==> src/rtl/periph_select_resp.sv <==
module periph_select_resp #(
  parameter int W = 8,
  parameter logic [W-1:0] DEV_ADDR = 8'h01,
  parameter bit CAN_IN = 1'b1,
  parameter bit CAN_OUT = 1'b1,
  parameter bit INTERACTIVE = 1'b0,
  parameter logic [W-4:0] DEV_TYPE = '0
) (
  input  logic         clk,
  input  logic         rst_n,
  input  logic         addr_stb_n,
  input  logic         cmd_stb_n,
  input  logic         dat_stb_n,
  input  logic         stat_gate_n,
  input  logic         data_gate_n,
  input  logic         bus_reset_n,
  input  logic [W-1:0] bus_in_n,
  output logic [W-1:0] pull_low_o,
  output logic         drive_en_o
);
  localparam logic [W-1:0] ABC = {CAN_IN, CAN_OUT, INTERACTIVE, DEV_TYPE};
  localparam logic [1:0] S_IDLE = 2'd0, S_PRE = 2'd1, S_SEL = 2'd2;
  localparam int NSTB = 5;

  logic [NSTB-1:0] prev_q;
  logic [1:0]      sel_q;
  logic [W-1:0]    cmd_q, dat_q, rd_q;
  logic            own_q;

  wire [NSTB-1:0] stb_now = {~addr_stb_n, ~cmd_stb_n, ~dat_stb_n, ~stat_gate_n, ~data_gate_n};
  wire [NSTB-1:0] hit     = stb_now & ~prev_q;
  wire [W-1:0]    bus_val = ~bus_in_n;
  wire            gate_on = stb_now[1] | stb_now[0];

  always_ff @(posedge clk) begin
    if (!rst_n) begin
      prev_q <= '0;
      sel_q  <= S_IDLE;
      cmd_q  <= '0;
      dat_q  <= '0;
      rd_q   <= '0;
      own_q  <= 1'b0;
    end else begin
      prev_q <= stb_now;
      if (!bus_reset_n) begin
        sel_q <= S_IDLE;
        cmd_q <= '0;
        dat_q <= '0;
        own_q <= 1'b0;
      end else if (hit[4]) begin
        sel_q <= (bus_val == DEV_ADDR) ? S_PRE : S_IDLE;
        own_q <= 1'b0;
      end else begin
        if (!gate_on) own_q <= 1'b0;
        if (sel_q == S_SEL && hit[3]) cmd_q <= bus_val;
        if (sel_q == S_SEL && hit[2]) dat_q <= bus_val;
        if (hit[0] && sel_q == S_SEL) begin
          rd_q  <= dat_q;
          own_q <= 1'b1;
        end else if (hit[1] && sel_q == S_SEL) begin
          rd_q  <= cmd_q;
          own_q <= 1'b1;
        end else if (hit[1] && sel_q == S_PRE) begin
          rd_q  <= ABC;
          own_q <= 1'b1;
          sel_q <= S_SEL;
        end
      end
    end
  end

  assign drive_en_o = own_q & gate_on & bus_reset_n;
  assign pull_low_o = drive_en_o ? rd_q : '0;
endmodule

==> config.mk <==
export PLATFORM = sky130hd
export DESIGN_NAME = periph_select_resp
export DESIGN_NICKNAME = d
export VERILOG_FILES = /design/src/rtl/periph_select_resp.sv
export SDC_FILE = /design/constraint.sdc
export NUM_CORES = 1
export LEC_CHECK = 0
export BUFFER_PORTS_ARGS = -buffer_cell sky130_fd_sc_hd__buf_2
export CORE_MARGIN = 1.5
export CORE_UTILIZATION = 30
export CTS_CLUSTER_DIAMETER = 150
export DETAILED_ROUTE_END_ITERATION = 10
export GPL_TIMING_DRIVEN = 0
export PLACE_DENSITY_LB_ADDON = 0.12
export REMOVE_ABC_BUFFERS = 1
export SLEW_MARGIN = 20
export SYNTH_ARGS = -nofsm -noshare
export SYNTH_HDL_FRONTEND = slang
export SYNTH_SLANG_ARGS = --single-unit
==> constraint.sdc <==
create_clock -name clk -period 2.21 [get_ports clk]
set_clock_uncertainty 0.15 [all_clocks]
set_input_delay 0.442 -clock clk [delete_from_list [all_inputs] [get_ports clk]]
set_output_delay 0.442 -clock clk [all_outputs]
set_load 0.01 [all_outputs]
; ---- Word level (Yosys, flattened, before mapping)
; Index checks and enable logic that the tools add are counted.
[op_classes]
n_mul = 0
shift = 0
n_eq_ne = 6
add_sub_neg = 0
bitwise_logic = 14
div = 0
magnitude_cmp = 0
reduce_logical = 13
n_mux = 13
[ops]
columns = operator, count
row1 = 2-to-1 mux 8 bit, 4
row2 = equality test 8 x 1 -> 1 bit (second input constant), 1
row3 = 2-to-1 mux 2 bit, 4
row4 = inverter 1 bit, 8
row5 = inverter 8 bit, 1
row6 = AND reduction 2 bit, 3
row7 = AND reduction 3 bit, 2
row8 = AND 5 bit, 1
row9 = logical AND 1 bit, 5
row10 = 2-to-1 mux 1 bit, 5
row11 = inverter 5 bit, 1
row12 = != test 2 bit (second input constant), 2
row13 = != test 4 x 1 -> 1 bit (second input constant), 1
row14 = nonzero test 3 bit, 1
row15 = OR reduction 3 bit, 1
row16 = AND 1 bit, 2
row17 = equality test 2 x 1 -> 1 bit (second input constant), 1
row18 = equality test 2 bit (second input constant), 1
row19 = nonzero test 2 bit, 1
row20 = bitwise OR 1 bit, 1
[totals]
romBits = 0
inputBits = 16
latch_bits = 0
ff_bits = 32
memories = 0
word_cells = 52
ram_bits = 0
out_inout_bits = 9

; ---- Logic depth before layout (Yosys ltp)
[depth]
word_depth = 7
depth_mapped = 5
ltp_nobuf = 4

; ---- Worst setup path after synthesis
; OpenSTA, ideal clock, no wires.
[synth_path]
path_type = input-to-reg
startpoint = in addr_stb_n
endpoint = reg rd_q[0]
path_buffers = 1
cell_stages = 5
slack_ns = 0.518
required_ns = 1.944
setup_ns = 0.116
arrival_time_ns = 1.426
cell_sequence = nor2_2 nor2b_1 and2_1 buf_2 o211a_1
[synth_via]
elab_chain_cells = 4
[synth_lines]
columns = element, line_no
row1 = from (decl), 11  ; input logic addr_stb_n,
row2 = inverter 1 bit, 30  ; wire [NSTB-1:0] stb_now = {~addr_stb_n, ~cmd_stb_n, ~dat_stb_n, ~stat_gate_n, ~data_gate_n};
row3 = AND 5 bit, 31  ; wire [NSTB-1:0] hit = stb_now & ~prev_q;
row4 = inverter 1 bit (no line), --
row5 = AND reduction 3 bit (no line), --
row6 = to (signal assigned), 58  ; rd_q <= dat_q;
row7 = to (signal assigned), 61  ; rd_q <= cmd_q;
row8 = to (decl), 27  ; logic [W-1:0] cmd_q, dat_q, rd_q;
; No other way between the ends.
; A chain may end at the register's enable or synchronous reset.

; ---- Worst setup path after layout
[layout_path]
startpoint = in stat_gate_n
endpoint = out pull_low_o[0]
[layout_via]
elab_chain_cells = 5
[layout_lines]
columns = element, line_no
row1 = from (decl), 14  ; input logic stat_gate_n,
row2 = inverter 1 bit, 30
row3 = bitwise OR 1 bit, 33  ; wire gate_on = stb_now[1] | stb_now[0];
row4 = AND 1 bit (2 in a row), 72  ; assign drive_en_o = own_q & gate_on & bus_reset_n;
row5 = 2-to-1 mux 8 bit, 73  ; assign pull_low_o = drive_en_o ? rd_q : '0;
row6 = to (decl), 18  ; output logic [W-1:0] pull_low_o,
; No other way between the ends.

==> flow_summary.toml <==
[status]
status = "completed"

[sta]
rsz0062_at_grt = "no"
layout_setup_ws_ns = 0.3750
fin_crit_ns = 1.835
finalSetupViolCount = 0
fmax_mhz = 545.0
timing.final.max_slew_violations = 0
finalCritPeriodShare_pct = 83.03
hold_violations = 0
setup-tns-final_ns = 0
maxSlewHeadroom_pct = 44.75
tightest_slew_ns = 0.8226
holdWs_ns = 0.1986

[cells_and_area]
fin_nets = 177
multi_input_area_um2 = 669.4
area_delta_synth_final_pct = 16.88
seq_area_um2 = 640.6
final_cell_area_um2 = 1585
diodes = 0
drive_above_1_share_pct = 22.84
nFillCells = 459

[clocking]
postCtsHoldBufs = 0
clockBufferDepth = 2
numCtsBuffers = 5
cts_tree = "yes"
clock_latency_ns = 0.27
clk_pin_slew_worst_paths_ns = 0.06
cts_num_sinks = 32
cts_setup_buffers = 0
htree_num_levels = 2
root_buffer = "clkbuf_8"
post_cts_resized = 0

[setup_path]
cp_slowest_cell = "and3_1"
critical-path-top-delay-family = "simple AND/OR/NAND/NOR gates"
path_cells = "buf_2 -> nand2_1 -> and3_1 -> and2_1 -> buf_2"
end_kind = "primary output"
r2r_end = "cmd_q[3]$_SDFFE_PP0P_"
critical_path_arrival_ns = 1.24
ff2ff_setup_slack_ns = 0.38
r2r_cells = 4
crit_fanout = 9
reg2reg_from = "sel_q[0]$_SDFFE_PP0P_"
crit_required_ns = 1.62
slowest_delay_ns = 0.26
setup.worst_path.start = "stat_gate_n"
path_class = "input port to primary output"
start_kind = "input port"
cpMostUsedCell = "buf_2"
cp.depth = 5
cp_num_buf_inv = 2

[pwr]
p_int_w = 0.0008541
total_power_w = 0.001082
p_sw_w = 0.0002275
switching_share_pct = 21.03
power_per_cell_area_nw_per_um2 = 682.3
p_leak_nw = 0.6136
combPwrFrac_pct = 4.8
p_clk_share_pct = 41.0
peakVddDrop_v = 0.0004501
seq_power_share_pct = 54.2

[grt]
use_met1_pct = 16.01
grtUsageMet3_pct = 3.175
grt_max_degree = 20
grt_overflow = 0
top_usage_layer = "met2"
grt_pass1_vias = 1011
antenna_found_initial = 0
grtUsageMet2_pct = 19.39
grt_use_total_pct = 12.34
grt_pass1_wl_mm = 4.823

[min_path]
hold-path-cell-count = 2
hold_class = "input port to flip-flop"
holdPathEnd = "prev_q[4]$_SDFF_PN0_"
worstHoldStart = "addr_stb_n"

[detailed_routing]
drt_first_iter_violations = 48
dr.pass1.iters = 4
viasPerCell = 4.967
post_drt_wl_per_cell_um = 13.10
routed_wl_mm = 2.804
num_vias = 1063
drtAntennaViolNets = 0
drcViolationCount = 0

[die]
core.rowCount = 24
dieWidth_um = 70.24
die-area_um2 = 4934
initial_core_util_pct = 31.15
coreArea_um2 = 4354
ios = 25
die_h_um = 70.24

[synthesis]
synth_cell_type_count = 28
synth_ff_type = "dfxtp_1"
synth_edf_count = 0
yosysWarnings = 0
seq_area_frac_synth_pct = 47.23
synth.avg_cell_area_um2 = 9.828
synthArstFlopShare_pct = 0
synthCells = 138
synth_seq_cells = 32
syn-cell-area_um2 = 1356

[placed_design]
io_buffers = 24
place_congestion = 0.6892
dp_slack_ns = 0.2543
dp_hpwl_mm = 2.098
post_dp_cell_area_um2 = 1495

[flow_run]
cap_violations = 0
[state kept, by name, indices dropped and copies added, names as in the netlist]
signal and flops:
cmd_q 8, sel_q 2, rd_q 8, prev_q 5
own_q 1, dat_q 8
[synth_stat cells (2+ instances only)]
master,number,area [µm²]
dfxtp_1,32,640.6
o221ai_1,2,17.52
nor2_1,19,71.32
buf_6,2,22.52
nor4_4,2,42.54
nand3_1,6,30.03
clkbuf_1,5,18.77
a32oi_1,6,52.55
mux2i_1,2,20.02
and2_1,9,56.30
nand2_1,5,18.77
a21oi_1,3,15.01
a211oi_1,16,120.1
o211a_1,6,60.06
nor4b_2,2,30.03
nor2b_1,7,43.79
nor3_1,3,15.01
[cell families after synthesis]
group	synth area share [%]
flops	47.23
simple gates	27.22
buf+inv	3.413
mux	1.476
compound gates	20.67
[layer usage]
metal  wire length (µm)  up-vias  part of all wire (%)
met2               1292       21                    46
met3                125        2                   4.5
met4                 11        0                  0.39
met1               1374      485                    49
met5                  0        -                     0
li1                   -      555                     -
[worst register-to-register path: stages, from the launching register on]
cell and delay [ns]:
dfxtp_1 0.37, nand2b_4 0.19, nor4_4 0.70, nor2_1 0.10, a211oi_1 0.23
[worst max-delay path by stage]
stage	endpoint	slack, ns
floorplan	rd_q[0]$_SDFFE_PN0P_	0.57
global placement	rd_q[6]$_SDFFE_PN0P_	0.23
detailed placement	rd_q[7]$_SDFFE_PN0P_	0.25
CTS	cmd_q[3]$_SDFFE_PP0P_	0.36
global route	dat_q[0]$_SDFFE_PP0P_	0.19
finish	pull_low_o[0]	0.38
[cell type report]
| class | instances | area share [%] |
|---|---|---|
| Timing Repair Buffer | 24 | 7.577 |
| Clock buffer | 8 | 5.683 |
| Sequential cell | 32 | 40.41 |
| Multi-Input combinational cell | 98 | 42.23 |
| Tap cell | 52 | 4.104 |
[metrics by stage]
stage / utilization [%] / std cells
6_report: 36.41 / 214
5_1_grt: 36.41 / 214
4_1_cts: 36.41 / 214
3_5_place_dp: 34.34 / 206
3_3_place_gp: 34.34 / 206
2_1_floorplan: - / 130
[power by group through the flow]
stage | clock network (W) | logic, W | registers (W)
6_report | 0.000443 | 0.0000524 | 0.000586
3_3_place_gp | 0 | 0.0000520 | 0.000598
3_5_place_dp | 0 | 0.0000522 | 0.000599
2_1_floorplan | 0 | 0.0000216 | 0.000598
5_1_grt | 0.000489 | 0.0000578 | 0.000586
4_1_cts | 0.000461 | 0.0000527 | 0.000586
[placed cells by master (no fill, tap or decap), drive strengths merged, types with 2 or more instances in the layout]
cell type	count
nand3	6
a32oi	6
a21oi	3
nor3	3
nor4	2
mux2i	2
nand2	5
a211oi	16
nand2b	2
clkbuf	8
o211a	6
nor2b	7
and2	9
nor4b	2
buf	24
nor2	20
dfxtp	32
o221ai	2
Power figures use the tool's default switching activity.
